[src/rtl/spi_irq_pkg.sv]
package spi_irq_pkg;

  // Register offsets; software depends on these fixed positions.
  localparam int unsigned OFS_STATUS = 32'h04;
  localparam int unsigned OFS_ARM    = 32'h08;
  localparam int unsigned OFS_DISARM = 32'h0C;
  localparam int unsigned OFS_MASKRD = 32'h10;

  typedef enum logic [2:0] {
    SEL_NONE,
    SEL_STATUS,
    SEL_ARM,
    SEL_DISARM,
    SEL_MASKRD
  } reg_sel_e;

endpackage

[src/rtl/spi_irq_decode.sv]
module spi_irq_decode
  import spi_irq_pkg::*;
#(
  parameter int ADDR_W = 8
) (
  input  logic [ADDR_W-1:0] addr,
  output reg_sel_e          sel
);

  always_comb begin
    if (ADDR_W'(OFS_STATUS) == addr)      sel = SEL_STATUS;
    else if (ADDR_W'(OFS_ARM) == addr)    sel = SEL_ARM;
    else if (ADDR_W'(OFS_DISARM) == addr) sel = SEL_DISARM;
    else if (ADDR_W'(OFS_MASKRD) == addr) sel = SEL_MASKRD;
    else                                  sel = SEL_NONE;
  end

endmodule

[src/rtl/spi_irq_status.sv]
module spi_irq_status #(
  parameter int NUM_IRQ = 7
) (
  input  logic               clk,
  input  logic               rst,
  input  logic [NUM_IRQ-1:0] set_bits,
  input  logic               clr_we,
  input  logic [NUM_IRQ-1:0] clr_bits,
  output logic [NUM_IRQ-1:0] stat_q,
  output logic [NUM_IRQ-1:0] stat_d
);

  logic [NUM_IRQ-1:0] clr_eff;

  assign clr_eff = clr_we ? clr_bits : '0;

  // An arriving cause wins over a same-cycle clear.
  for (genvar g = 0; g < NUM_IRQ; g++) begin : g_bit
    always_comb stat_d[g] = set_bits[g] | (stat_q[g] & ~clr_eff[g]);
  end

  always_ff @(posedge clk) begin
    if (rst) stat_q <= '0;
    else     stat_q <= stat_d;
  end

  AST_CAUSE_STICKS: assert property (@(posedge clk) disable iff (rst)
    (|set_bits) |=> ((stat_q & $past(set_bits)) == $past(set_bits)));

  AST_FALL_ONLY_ON_CLEAR: assert property (@(posedge clk) disable iff (rst)
    1'b1 |=> ((($past(stat_q) & ~stat_q) & ~$past(clr_eff)) == '0));

  AST_NO_SPONTANEOUS_SET: assert property (@(posedge clk) disable iff (rst)
    1'b1 |=> (((~$past(stat_q) & stat_q) & ~$past(set_bits)) == '0));

endmodule

[src/rtl/spi_irq_mask.sv]
module spi_irq_mask #(
  parameter int NUM_IRQ = 7
) (
  input  logic               clk,
  input  logic               rst,
  input  logic               arm_we,
  input  logic               disarm_we,
  input  logic [NUM_IRQ-1:0] bits,
  output logic [NUM_IRQ-1:0] mask_q,
  output logic [NUM_IRQ-1:0] mask_d
);

  for (genvar g = 0; g < NUM_IRQ; g++) begin : g_bit
    always_comb begin
      mask_d[g] = mask_q[g];
      if (arm_we && bits[g])         mask_d[g] = 1'b1;
      else if (disarm_we && bits[g]) mask_d[g] = 1'b0;
    end
  end

  always_ff @(posedge clk) begin
    if (rst) mask_q <= '0;
    else     mask_q <= mask_d;
  end

  AST_ARM_SETS: assert property (@(posedge clk) disable iff (rst)
    arm_we |=> ((mask_q & $past(bits)) == $past(bits)));

  AST_DISARM_CLEARS: assert property (@(posedge clk) disable iff (rst)
    disarm_we |=> ((mask_q & $past(bits)) == '0));

  AST_MASK_HOLDS: assert property (@(posedge clk) disable iff (rst)
    !(arm_we || disarm_we) |=> $stable(mask_q));

endmodule

[src/rtl/spi_irq_regbank.sv]
module spi_irq_regbank
  import spi_irq_pkg::*;
#(
  parameter int NUM_IRQ = 7,
  parameter int ADDR_W  = 8,
  parameter int DATA_W  = 32
) (
  input  logic               clk,
  input  logic               rst,
  input  logic               wr_en,
  input  logic               rd_en,
  input  logic [ADDR_W-1:0]  addr,
  input  logic [DATA_W-1:0]  wdata,
  output logic [DATA_W-1:0]  rdata,
  input  logic [NUM_IRQ-1:0] evt_pulse,
  input  logic [NUM_IRQ-1:0] lvl_src,
  output logic               irq
);

  localparam int PAD_W = DATA_W - NUM_IRQ;

  reg_sel_e           sel;
  logic [NUM_IRQ-1:0] wbits;
  logic [NUM_IRQ-1:0] stat_q, stat_d;
  logic [NUM_IRQ-1:0] mask_q, mask_d;

  assign wbits = wdata[NUM_IRQ-1:0];

  spi_irq_decode #(.ADDR_W(ADDR_W)) u_dec (
    .addr (addr),
    .sel  (sel)
  );

  spi_irq_status #(.NUM_IRQ(NUM_IRQ)) u_stat (
    .clk      (clk),
    .rst      (rst),
    .set_bits (evt_pulse | lvl_src),
    .clr_we   (wr_en && (sel == SEL_STATUS)),
    .clr_bits (wbits),
    .stat_q   (stat_q),
    .stat_d   (stat_d)
  );

  spi_irq_mask #(.NUM_IRQ(NUM_IRQ)) u_mask (
    .clk       (clk),
    .rst       (rst),
    .arm_we    (wr_en && (sel == SEL_ARM)),
    .disarm_we (wr_en && (sel == SEL_DISARM)),
    .bits      (wbits),
    .mask_q    (mask_q),
    .mask_d    (mask_d)
  );

  // Registered read port; write-only and unmapped offsets read as zero.
  always_ff @(posedge clk) begin
    if (rst) begin
      rdata <= '0;
    end else if (rd_en) begin
      unique case (sel)
        SEL_STATUS: rdata <= {{PAD_W{1'b0}}, stat_q};
        SEL_MASKRD: rdata <= {{PAD_W{1'b0}}, mask_q};
        default:    rdata <= '0;
      endcase
    end
  end

  // Built from next-state values so the request lines up with the registers.
  always_ff @(posedge clk) begin
    if (rst) irq <= 1'b0;
    else     irq <= |(stat_d & mask_d);
  end

  AST_IRQ_TRACKS: assert property (@(posedge clk) disable iff (rst)
    irq == |(stat_q & mask_q));

  AST_WO_READ_ZERO: assert property (@(posedge clk) disable iff (rst)
    (rd_en && (sel != SEL_STATUS) && (sel != SEL_MASKRD)) |=> (rdata == '0));

  AST_RDATA_HIGH_ZERO: assert property (@(posedge clk) disable iff (rst)
    rdata[DATA_W-1:NUM_IRQ] == '0);

endmodule

[config.mk]
export PLATFORM = sky130hd
export DESIGN_NAME = spi_irq_regbank
export DESIGN_NICKNAME = d
export VERILOG_FILES = /design/src/rtl/spi_irq_pkg.sv /design/src/rtl/spi_irq_decode.sv /design/src/rtl/spi_irq_status.sv /design/src/rtl/spi_irq_mask.sv /design/src/rtl/spi_irq_regbank.sv
export SDC_FILE = /design/constraint.sdc
export NUM_CORES = 1
export LEC_CHECK = 0
export BUFFER_PORTS_ARGS = -buffer_cell sky130_fd_sc_hd__buf_2
export CAP_MARGIN = 20
export CELL_PAD_IN_SITES_DETAIL_PLACEMENT = 0
export CELL_PAD_IN_SITES_GLOBAL_PLACEMENT = 1
export CORE_UTILIZATION = 30
export DETAILED_ROUTE_END_ITERATION = 8
export PLACE_DENSITY = 0.89
export SKIP_LAST_GASP = 1
export SLEW_MARGIN = 40
export SYNTH_ARGS = -nofsm -noshare
export SYNTH_HDL_FRONTEND = slang
export SYNTH_HIERARCHICAL = 1
export SYNTH_SLANG_ARGS = --single-unit
export TNS_END_PERCENT = 10
[constraint.sdc]
create_clock -name clk -period 5.4 [get_ports clk]
set_input_delay 0.27 -clock clk [delete_from_list [all_inputs] [get_ports clk]]
set_output_delay 0.27 -clock clk [all_outputs]
set_load 0.05 [all_outputs]
==> flow_summary.ini, run 1 <==
[status]
status = complete, no violations

[synth]
synth_cells = 161
ys.flop_type = dfxtp_1
synthArstFlopShare_pct = 0
yosysTopAreaCell = dfxtp_1
synth_top_area_share_pct = 32.3
synthMostInstantiatedCell = buf_4
synth_area_per_cell_sq_um = 8.46
synth-seq-cells = 22
seq_area_frac_synth_pct = 32.3
ys_types = 26
synth_edf_count = 0
synth_area_leaders = dfxtp_1 (32%), buf_4 (14%), nand2_1 (5.8%)
yosys_warnings = 6
yosys-top-cells-count = buf_4 (26), dfxtp_1 (22), nand2_1 (21)
netlist_area_sq_um = 1360

[setup_path]
r2r_slack_ps = 4170
max_stage_delay_ps = 600
crit_buf_inv = 2
crit_path_max_fanout = 7
critPathKind = in2reg
cpMostUsedCell = nand2_1
critPathCaptureType = flip-flop
crit_family = simple AND/OR/NAND/NOR gates
required_ps = 5530
cp.arrival_ps = 2360
start_kind = primary input
crit_chain = buf_2, or3_4, nor4_1, nor4bb_1, buf_4, nand2_1, nand2_1, a222oi_1, a31oi_1
slowest_stage = nor4_1

[die]
die_h_um = 69.4
die_w_um = 69.4
dieArea_sq_um = 4820
row_count = 24
pin_count = 91
core_sq_um = 4350
start_util_pct = 31.3

[clocking]
cts_resized = 0
clk_latency_ps = 260
clk_pin_slew_worst_paths_ps = 70
cts_buffer_depth = 2
tritoncts = built
cts.sinks = 22
cts_buffers = 3
hold_buffers = 0
htree_levels = 1
postCtsSetupBuffers = 0
cts.root.buffer_cell = clkbuf_8

[route]
drtIter0Drc = 53
num_vias = 1179
route.detailed.drc = 0
ant_nets = 0
wl_um = 2730
first_pass_iters = 4
wl_per_cell_um = 10.9
via_per_inst = 4.70

[finish]
nNetsFinal = 259
post-route-cell-area_sq_um = 1540
antenna_cells = 0
syn2layout_area_growth_pct = 13.3
final_cells = 251
drive_above_1_share_pct = 29.1

[grt]
grt_remaining_overflow = 0
gr-usage-all-layers_pct = 11.6
grt_pass1_wl_um = 4550
antenna_found_initial = 0
grt_start_max_net_pins = 24
grt_pass1_vias = 1030

[power_and_ir_drop]
p_total_uw = 341
ir_worst_vdd_mv = 0.0837
p_leak_nw = 0.728
powerDensity_nw_per_um2 = 221

[place]
hpwl_um = 2090
gp_congestion = 0.775
portBuffers = 40
dp.cells = 248
dpl-instance-area_sq_um = 1500

[sta]
slew_headroom_pct = 53.5
finalHoldViolCount = 0
tns_ps = 0
setup_viol_count_final = 0
post-route-period-util_pct = 41.2
tightestPinTransition_ps = 692
holdWs_ps = 244
fmax_mhz = 450
finalMaxSlewViolations = 0
skew_ps = 1.77
min_period_ps = 2220
rsz0062_at_grt = false

[hold_path]
hp-class = in2reg

[flow_run]
maxCapViolCount = 0
layout make-up:
| class | instances | area [sq um] |
|---|---|---|
| fill | 460 | 2810 |
| multi-input combinational | 118 | 729 |
| sequential | 22 | 440 |
| timing repair buffer | 42 | 215 |
| tap | 52 | 65.1 |
| inverter | 14 | 52.6 |
| clock buffer | 3 | 41.3 |
cells by family (layout without fill, tap and decap cells):
| logic type | count (synthesis) | in the layout | synth area share, % |
|---|---|---|---|
| simple gates | 47 | 47 | 18.7 |
| flops | 22 | 22 | 32.3 |
| buf+inv | 45 | 59 | 21.2 |
| other cells | 1 | 25 | 0.275 |
| compound gates | 46 | 46 | 27.5 |
metrics by stage:
step | setup slack (ps) | utilization, %
2_1_floorplan | 2970 | -
3_3_place_gp | 2920 | 34.5
3_5_place_dp | 2870 | 34.5
4_1_cts | 3150 | 35.5
5_1_grt | 3050 | 35.5
6_report | 3180 | 35.5
state kept, by name (all words and copies together) (netlist names):
name	count
u_mask/mask_q	7
rdata	7
u_stat/stat_q	7
irq	1
layout by cell type, fill, tap and decap left out, types with 8 or more instances in the layout:
cell type  synthesis  final
buf_2              0     40
conb_1             1     25
dfxtp_1           22     22
nand2_1           21     21
inv_1             14     14
a22oi_1            9      9
nor2_1             8      8
where the power goes:
| group | total [mW] | switching [mW] | internal [mW] |
|---|---|---|---|
| clock | 0.102 | 0.0517 | 0.0498 |
| sequential | 0.169 | 0.00310 | 0.166 |
| combinational | 0.0701 | 0.0536 | 0.0165 |
path summary, 6_finish.rpt:
path,endpoint,cells past startpoint,start
setup reg to reg,irq,4,u_mask/mask_q[1]
setup / recovery,irq,9,addr[5]
hold / removal,u_stat/stat_q[4],2,wdata[4]
hold reg to reg,rdata[4],2,rdata[4]
metal layers:
layer | wire [um] | vias up | global-route usage (%)
li1 | - | 598 | -
met1 | 1300 | 531 | 14.2
met2 | 1200 | 43 | 19.6
met3 | 156 | 7 | 1.60
met4 | 69 | 0 | 5.67
met5 | 0 | - | 0
Note: power is estimated with default switching activity, not from simulation.
==> run 2: changes to the inputs <==
Settings changed: CORE_UTILIZATION 30 to 28, PLACE_DENSITY 0.89 to 0.84.
Clock period 5.4 ns to 2.2 ns, I/O delays scaled along.
==> run 2 against run 1 <==
  * Die area rose by 6.9%
  * Core utilization is 0.77 points lower
  * Sequential power grew 150%
  * First-iteration DRC count grew 3.8%
  * Critical endpoint unchanged
  * Worst hold slack got worse by 160 ps
  * Count of clock-buffer cells in the layout increased by 1
==> flow_summary.ini, run 2 (same netlist as run 1, synthesis figures left out) <==
[die]
dieArea_sq_um = 5150
row_count = 25
die_h_um = 71.8
pin_count = 91
start_util_pct = 29.0
core_sq_um = 4690
die_w_um = 71.8

[grt]
grt_remaining_overflow = 0
grt_pass1_vias = 1151
grt_pass1_wl_um = 4930
gr-usage-all-layers_pct = 12.0
grt_start_max_net_pins = 24
antenna_found_initial = 0

[status]
status = complete, no violations

[finish]
drive_above_1_share_pct = 32.5
fillers = 494
nNetsFinal = 268
antenna_cells = 0
multiInputGateArea_sq_um = 729
reg_top3 = rdata x7, u_mask/mask_q x7, u_stat/stat_q x7
seqCellArea_sq_um = 440
syn2layout_area_growth_pct = 19.5
final_cell_mix = buf_2 (40), conb_1 (25), dfxtp_1 (22), nand2_1 (21), inv_1 (14)
final_common_cell = buf_2
final_core_util_pct = 34.7

[sta]
finalHoldViolCount = 0
fmax_mhz = 531
tns_ps = 0
skew_ps = 0.806
min_period_ps = 1880
finalMaxSlewViolations = 0
rsz0062_at_grt = false
setup_viol_count_final = 0
post-route-period-util_pct = 85.6

[setup_path]
crit_chain = buf_2, or3_4, and4bb_2, nor4bb_2, buf_4, nand2_1, a21o_1, a222oi_1, a31oi_1
r2r_start = u_mask/mask_q[1]
required_ps = 2330
critPathKind = in2reg
max_stage_delay_ps = 380
crit_buf_inv = 2
crit_family = simple AND/OR/NAND/NOR gates
crit_path_start = addr[5]
critPathCaptureType = flip-flop
cp.arrival_ps = 2020
start_kind = primary input
slowest_stage = or3_4
crit_path_max_fanout = 5

[clocking]
htree_levels = 1
cts.root.buffer_cell = clkbuf_8
hold_buffers = 0
cts_buffer_depth = 2
cts_buffers = 3
postCtsSetupBuffers = 0
cts_resized = 0
cts.sinks = 22
clk_latency_ps = 260
tritoncts = built
clk_pin_slew_worst_paths_ps = 80

[power_and_ir_drop]
powerDensity_nw_per_um2 = 540
p_comb_share_pct = 19.8
ir_worst_vdd_mv = 0.297
p_leak_nw = 0.782
switching_share_pct = 30.9
pwr-share-seq_pct = 47.2
cell_internal_pwr_uw = 608
switching_power_uw = 272
clkPwrFrac_pct = 33.0

[route]
route.detailed.drc = 0
via_per_inst = 4.56
wl_um = 2920
num_vias = 1200
ant_nets = 0
drtIter0Drc = 55
wl_per_cell_um = 11.1
first_pass_iters = 4

[hold_path]
hp-class = in2reg
worstHoldStart = wdata[0]

[place]
portBuffers = 40
gp_congestion = 0.711
hpwl_um = 2230

[flow_run]
maxCapViolCount = 0
-- run 2: cell types whose count changed in the layout (fill, tap and decap cells not counted), sizes merged --
cell and change:
buf +9, clkbuf +1
-- run 2: power by group through the flow --
| stage | logic, mW | registers, mW | clock network [mW] |
|---|---|---|---|
| detailed placement | 0.174 | 0.425 | 0 |
| global route | 0.187 | 0.417 | 0.315 |
| floorplan | 0.168 | 0.424 | 0 |
| global placement | 0.173 | 0.424 | 0 |
| CTS | 0.174 | 0.416 | 0.299 |
| finish | 0.174 | 0.415 | 0.290 |
-- run 2: worst paths after layout --
check	depth (start not counted)	endpoint	slack (ps)
min reg2reg	2	rdata[5]	480
min	2	u_stat/stat_q[0]	90
max reg2reg	4	irq	1000
max	9	irq	320
-- run 2: final cells by class --
class	instances	share of cell area (%)
Multi-Input combinational cell	118	44.8
Timing Repair Buffer	51	17.4
Inverter	14	3.23
Tap cell	54	4.15
Clock buffer	4	3.38
Sequential cell	22	27.1
-- run 2: worst register-to-register path, cell delays in order (launching register included) --
cell and delay [ps]:
dfxtp_1 320, a21bo_1 190, nand2_1 60, a222oi_1 370
a31oi_1 130
-- run 2: metrics by stage --
step | instance area (sq um) | power [mW] | cells | hold slack (ps) | worst slack (ps)
2_1_floorplan | 1460 | 0.592 | 185 | 172 | 87.8
3_3_place_gp | 1570 | 0.597 | 259 | 360 | 23.3
3_5_place_dp | 1570 | 0.599 | 259 | 367 | 21.0
4_1_cts | 1630 | 0.889 | 263 | 83.1 | 296
5_1_grt | 1630 | 0.919 | 263 | 97.2 | 175
6_report | 1630 | 0.880 | 263 | 88.8 | 318
-- run 2: metal layers --
layer | track usage [%] | wire, um | vias to the layer above
li1 | - | - | 616
met1 | 13.6 | 1310 | 534
met2 | 22.5 | 1420 | 48
met3 | 3.38 | 176 | 2
met4 | 1.96 | 8 | 0
met5 | 0 | 0 | -
